**config.mk**
```make
export PLATFORM = sky130hd
export DESIGN_NAME = hwr_bus_reader
export DESIGN_NICKNAME = d
export VERILOG_FILES = /design/src/rtl/hwr_pkg.sv /design/src/rtl/hwr_hold_reg.sv /design/src/rtl/hwr_hw_format.sv /design/src/rtl/hwr_ready_ctl.sv /design/src/rtl/hwr_bus_reader.sv
export SDC_FILE = /design/constraint.sdc
export NUM_CORES = 1
export LEC_CHECK = 0
export ABC_AREA = 1
export CAP_MARGIN = 10
export CELL_PAD_IN_SITES_DETAIL_PLACEMENT = 1
export CELL_PAD_IN_SITES_GLOBAL_PLACEMENT = 1
export CORE_UTILIZATION = 39
export CTS_BUF_LIST = sky130_fd_sc_hd__clkbuf_4 sky130_fd_sc_hd__clkbuf_8
export DETAILED_ROUTE_END_ITERATION = 10
export GPL_TIMING_DRIVEN = 0
export HOLD_SLACK_MARGIN = 0.1
export PLACE_DENSITY = 0.84
export SETUP_SLACK_MARGIN = 0.05
export SYNTH_ARGS = -nofsm -noshare
export SYNTH_HDL_FRONTEND = slang
export SYNTH_HIERARCHICAL = 1
export SYNTH_SLANG_ARGS = --single-unit
```
**constraint.sdc**
```tcl
create_clock -name clk -period 1.9 [get_ports clk]
set_input_delay 0.38 -clock clk [delete_from_list [all_inputs] [get_ports clk]]
set_output_delay 0.38 -clock clk [all_outputs]
set_load 0.02 [all_outputs]
```
**src/rtl/hwr_pkg.sv**
```systemverilog
package hwr_pkg;
  localparam int HWR_WORD_W  = 32;
  localparam int HWR_HW_W    = 16;
  localparam int HWR_LABEL_W = 8;

  typedef enum logic { HW_FIRST = 1'b0, HW_SECOND = 1'b1 } hw_sel_e;
  typedef enum logic { FMT_25 = 1'b0, FMT_32 = 1'b1 } word_fmt_e;
endpackage

```
**src/rtl/hwr_hold_reg.sv**
```systemverilog
module hwr_hold_reg #(
  parameter int WORD_W = hwr_pkg::HWR_WORD_W
) (
  input  logic              clk,
  input  logic              rst,
  input  logic              ld,
  input  logic [WORD_W-1:0] ld_word,
  input  logic              ld_par,
  input  logic              ld_fmt,
  output logic [WORD_W-1:0] word_q,
  output logic              par_q,
  output logic              fmt_q
);
  always_ff @(posedge clk) begin
    if (rst) begin
      word_q <= '0;
      par_q  <= 1'b0;
      fmt_q  <= 1'b0;
    end else if (ld) begin
      word_q <= ld_word;
      par_q  <= ld_par;
      fmt_q  <= ld_fmt;
    end
  end

  // contents are frozen between loads
  p_hold_stable_r7: assert property (@(posedge clk) disable iff (rst)
    !ld |=> ($stable(word_q) && $stable(par_q) && $stable(fmt_q)));
  // a load captures its inputs
  p_load_capture_r2: assert property (@(posedge clk) disable iff (rst)
    ld |=> (word_q == $past(ld_word) && par_q == $past(ld_par)));
endmodule

```
**src/rtl/hwr_hw_format.sv**
```systemverilog
module hwr_hw_format #(
  parameter int WORD_W  = hwr_pkg::HWR_WORD_W,
  parameter int HW_W    = hwr_pkg::HWR_HW_W,
  parameter int LABEL_W = hwr_pkg::HWR_LABEL_W
) (
  input  logic [WORD_W-1:0] word,
  input  logic              par,
  input  logic              fmt32,
  input  logic              sel,
  output logic [HW_W-1:0]   hw
);
  localparam int FILL_W  = HW_W - LABEL_W - 1;
  localparam int TOP_W   = 2;
  localparam int MID_W   = FILL_W - TOP_W;
  localparam int HI32_LO = WORD_W - 4 - HW_W + 1;

  logic [FILL_W-1:0] fill;
  logic [HW_W-1:0]   first_hw;
  logic [HW_W-1:0]   second_hw;

  always_comb begin
    if (fmt32 == hwr_pkg::FMT_32)
      fill = {word[WORD_W-2 -: TOP_W], word[LABEL_W +: MID_W]};
    else
      fill = '0;
    first_hw = {fill, par, word[LABEL_W-1:0]};
  end

  always_comb begin
    if (fmt32 == hwr_pkg::FMT_32)
      second_hw = word[HI32_LO +: HW_W];
    else
      second_hw = word[LABEL_W +: HW_W];
  end

  assign hw = (sel == hwr_pkg::HW_SECOND) ? second_hw : first_hw;
endmodule

```
**src/rtl/hwr_ready_ctl.sv**
```systemverilog
module hwr_ready_ctl (
  input  logic clk,
  input  logic rst,
  input  logic ld,
  input  logic rd_en,
  input  logic sel,
  output logic ready
);
  logic rd_q;
  logic seen_second;
  logic clr;

  assign clr = rd_q && !rd_en && seen_second;

  always_ff @(posedge clk) begin
    if (rst) begin
      rd_q        <= 1'b0;
      seen_second <= 1'b0;
      ready       <= 1'b0;
    end else begin
      rd_q        <= rd_en;
      seen_second <= rd_en ? (seen_second | sel) : 1'b0;
      if (ld)
        ready <= 1'b1;
      else if (clr)
        ready <= 1'b0;
    end
  end

  // load sets the flag
  p_load_sets_ready_r2: assert property (@(posedge clk) disable iff (rst)
    ld |=> ready);
  // a pulse ending after a second-halfword read clears the flag
  p_second_read_clears_r8: assert property (@(posedge clk) disable iff (rst)
    (!ld && !rd_en && rd_q && seen_second) |=> !ready);
  // with no load and no ending pulse, the flag holds
  p_ready_holds_r8: assert property (@(posedge clk) disable iff (rst)
    (!ld && !(rd_q && !rd_en)) |=> $stable(ready));
  // load wins over a simultaneous clear
  p_load_beats_clear_r9: assert property (@(posedge clk) disable iff (rst)
    (ld && rd_q && !rd_en) |=> ready);
endmodule

```
**src/rtl/hwr_bus_reader.sv**
```systemverilog
module hwr_bus_reader #(
  parameter int WORD_W  = hwr_pkg::HWR_WORD_W,
  parameter int HW_W    = hwr_pkg::HWR_HW_W,
  parameter int LABEL_W = hwr_pkg::HWR_LABEL_W
) (
  input  logic              clk,
  input  logic              rst,
  input  logic              ld_strobe,
  input  logic [WORD_W-1:0] ld_word,
  input  logic              ld_parity,
  input  logic              ld_fmt32,
  input  logic              hw_sel,
  input  logic              rd_en,
  output logic [HW_W-1:0]   bus_data,
  output logic              bus_oe,
  output logic              data_ready
);
  logic [WORD_W-1:0] word_q;
  logic              par_q;
  logic              fmt_q;
  logic [HW_W-1:0]   hw_sel_data;

  hwr_hold_reg #(.WORD_W(WORD_W)) u_hold (
    .clk(clk), .rst(rst), .ld(ld_strobe), .ld_word(ld_word),
    .ld_par(ld_parity), .ld_fmt(ld_fmt32),
    .word_q(word_q), .par_q(par_q), .fmt_q(fmt_q)
  );

  hwr_hw_format #(.WORD_W(WORD_W), .HW_W(HW_W), .LABEL_W(LABEL_W)) u_fmt (
    .word(word_q), .par(par_q), .fmt32(fmt_q), .sel(hw_sel), .hw(hw_sel_data)
  );

  hwr_ready_ctl u_rdy (
    .clk(clk), .rst(rst), .ld(ld_strobe), .rd_en(rd_en), .sel(hw_sel),
    .ready(data_ready)
  );

  always_ff @(posedge clk) begin
    if (rst) begin
      bus_oe   <= 1'b0;
      bus_data <= '0;
    end else begin
      bus_oe   <= rd_en;
      bus_data <= rd_en ? hw_sel_data : '0;
    end
  end

  // drive-enable follows the read enable by one cycle
  p_oe_follows_r3: assert property (@(posedge clk) disable iff (rst)
    rd_en |=> bus_oe);
  // an undriven bus carries zeros
  p_idle_zero_r3: assert property (@(posedge clk) disable iff (rst)
    !rd_en |=> (!bus_oe && bus_data == '0));
  // parity status sits in bit 8 of the first halfword
  p_parity_bit_r4: assert property (@(posedge clk) disable iff (rst)
    (rd_en && !hw_sel && !ld_strobe) |=> (bus_data[LABEL_W] == par_q));
  // label byte comes from the low word bits
  p_label_r4: assert property (@(posedge clk) disable iff (rst)
    (rd_en && !hw_sel && !ld_strobe) |=> (bus_data[LABEL_W-1:0] == word_q[LABEL_W-1:0]));
endmodule

```
==> impl_summary.md <==
Outcome
The flow ran to the end, and the final reports show no timing, DRC or antenna violations.

Finish
The library cells used most frequently in the layout, excluding fill and tap cells, are sky130_fd_sc_hd__nand2_1 (121), sky130_fd_sc_hd__inv_1 (75), sky130_fd_sc_hd__nor2_1 (74), sky130_fd_sc_hd__clkdlybuf4s50_1 (55), sky130_fd_sc_hd__dfxtp_1 (53). The finished layout holds about 520 standard cells, fillers aside. In the final layout, the share of cells above drive strength 1 is 0.1320. The most frequent standard cell in the layout excluding fill and tap cells is sky130_fd_sc_hd__nand2_1.

The net total in the final layout is 485. The total non-filler cell area in the finished layout is between 0.003 and 0.004 mm^2. The area growth from synthesis to layout is 30.26%. The repair_antennas step left the layout with diodes totalling 0. Once layout is complete, the utilization of the core stands at 0.5230.

Global route
The number of global-route vias before repair is ~2400. For this run, global-route usage on met3 was measured as 0.03956. The number of antenna violations at the first check in global routing is 0. The first global-routing pass estimated ~11000 um of wire. For met2 alone, demand over resource in global routing was 0.4000. For this run the aggregate overflow at the end of global routing stands at 0. Entering global routing, the biggest net connects 16 pins. The global routing's busiest layer is met2. The global-route track usage on met1 is 0.2423. Across every metal layer, demand over resource in global routing totals 0.2108.

Worst setup path
In this design, the stage delay of the slowest critical-path cell is 0.61 ns. The endpoint of the worst register-to-register path is bus_data[7]$_SDFF_PP0_. The worst setup path is captured at an output pin. Walking the worst path, the cells encountered are clkdlybuf4s50_1. The slack of the worst reg-to-reg path is just under 0.8 ns.

For the worst setup path, the data arrival time is 1.26 ns. The worst setup path is launched from a flip-flop. Together, buffers and inverters on the worst path number 1.

The slowest stage of the critical path belongs to the cell sky130_fd_sc_hd__clkdlybuf4s50_1. In this design, the largest share of critical-path delay is due to buffers and inverters. The largest fanout on the critical path is 2. The startpoint identified for the worst register-to-register timing path is u_hold/fmt_q$_SDFFE_PP0P_. The setup path with the least slack is of type reg2out. At the worst endpoint, the required time is ~1.5 ns. The depth of the worst register-to-register path is 8.

Timing
Setup repair after global routing left no endpoint under its margin. The number of slew-limit violations in the final report is 0. The worst setup skew after layout is approximately 0.0075 ns. The total negative slack for setup checks is 0 ns. The worst path in the final design needs a cycle of about 1.6 ns, including I/O delays and setup. Of the available clock period, the critical path in the final layout requires 0.8624. Measured against its own limit, the worst slew margin works out to 0.8327.

Setup violations remaining at the end of the flow were counted as 0. The timing-limited maximum frequency is around 600 MHz. The count of endpoints failing hold in the final timing report is 0.

The worst slack on hold paths is between 0.4 and 0.5 ns. For the pin with the worst max-slew slack, the measured transition is about 0.25 ns.

Placement
After legalization and detailed placement, the total HPWL measured 4895 um. The quantity of I/O buffers inserted on ports is between 50 and 60. Once placement finished, the instance area stood at approximately 0.0032 mm^2. The number of instances in the placed design is approximately 520.

Routability-driven placement finished with a final weighted congestion of 0.8107.

Clock network
TritonCTS built the clock tree. CTS built an H-tree with a depth of 2. In this run, post-CTS repair resized a total of 0 instances. Clock latency on the worst-skew pair, taken at its later pin, is 0.31 ns. The post-CTS repair timing setup buffer count is 0. The number of buffers on the longest clock path is 2. The clock root buffer master is sky130_fd_sc_hd__clkbuf_8. Hold repair after CTS inserted 0 buffers. The sink count of the clock tree is between 50 and 60.

The clock input transition at the sequential cells of the worst setup and hold paths is roughly 0.09 ns. The clock buffer count from CTS is 5.

Floorplan
For this configuration, the core starts out at a cell density of 0.4015. The die covers between 0.006 and 0.007 mm^2. The region available for standard cell placement spans around 0.0063 mm^2. The die extent in x is a little over 80 um. Measured along the y axis, the die boundary spans 82.62 um. The initialized floorplan defines 29 standard-cell rows.

For this design the top-level I/O count stands at 57.

Power and ir drop
The total leakage power is 1.701 nW. The maximum vdd ir drop is between 0.0003 and 0.0004 V. Dividing total power by cell area gives a power density of 751.2 mW/mm^2.

Routing
The detail route stage leaves a number of antenna-violating nets equal to 0. Dividing the detail-routed wire length by the instance count gives 11.85 um. The number of iterations in the first detailed-routing pass is 4. The DRC marker count from the first detailed-route iteration is between 60 and 70. After detailed routing, the number of vias per cell comes to between 4 and 5. The detailed-route DRC error count is 0. The via total after detailed routing is between 2000 and 2500. Summed over all layers, the routed wires come to about 6200 um.

Worst hold path
The worst min-delay path class is reg2reg. The number of cells traversed by the worst hold path is 2. The end point of the worst hold path is u_rdy/ready$_SDFFE_PP0P_. The worst hold path begins at u_rdy/ready$_SDFFE_PP0P_.

Synth
The number of warnings reported in the yosys synthesis log is 6. The number of instances in the synthesized netlist is 384. The net count of the mapped netlist is around 420. The mapped netlist covers about 0.0025 mm^2. The per-instance average area after synthesis is between 6 and 7 um^2.

Job
The max capacitance violation total is 0.
-- routing by layer --
| metal | part of all wire | vias up | wire length, um |
|---|---|---|---|
| met5 | 0 | - | 0 |
| met4 | 0.0092 | 0 | 57 |
| met3 | 0.025 | 5 | 154 |
| met2 | 0.53 | 32 | 3295 |
| met1 | 0.44 | 1059 | 2704 |
| li1 | - | 1204 | - |
-- final cells by class --
| cell class | count | area, um^2 |
|---|---|---|
| buffer | 17 | 145.1 |
| clock buffer | 7 | 90.09 |
| clock inverter | 1 | 30.03 |
| fill | 854 | 3012 |
| inverter | 78 | 297.8 |
| multi-input combinational | 236 | 1031 |
| sequential | 53 | 1061 |
| tap | 77 | 96.34 |
| timing repair buffer | 55 | 550.5 |
-- worst max-delay path by stage --
stage                         endpoint  cells after the start                     start
2_1_floorplan  bus_data[10]$_SDFF_PP0_                      6                    hw_sel
3_3_place_gp    bus_data[7]$_SDFF_PP0_                      7                    hw_sel
3_5_place_dp    bus_data[7]$_SDFF_PP0_                      7                    hw_sel
4_1_cts                     data_ready                      1  u_rdy/ready$_SDFFE_PP0P_
5_1_grt                     data_ready                      1  u_rdy/ready$_SDFFE_PP0P_
6_report                    data_ready                      1  u_rdy/ready$_SDFFE_PP0P_
-- where the power goes --
group	leakage, nW	internal [mW]	switching, mW
registers	0.438	1.18	0.0360
clock network	0.0619	0.444	0.364
logic	1.20	0.212	0.248
total	1.70	1.83	0.648
-- sequential cells by signal, summed over array words and instances, names as in the netlist --
register,count
u_hold/fmt_q,1
u_rdy/seen_second,1
bus_oe,1
u_rdy/rd_q,1
u_hold/word_q,31
bus_data,16
u_hold/par_q,1
u_rdy/ready,1
-- metrics by stage --
stage               worst slack, ns  power, mW
floorplan                    0.8832      1.516
global placement             0.2383      1.683
detailed placement           0.2143      1.701
CTS                          0.2469      2.503
global route                 0.1957      2.625
finish                       0.2615      2.481
No activity file was read; power rests on OpenSTA's default activity.
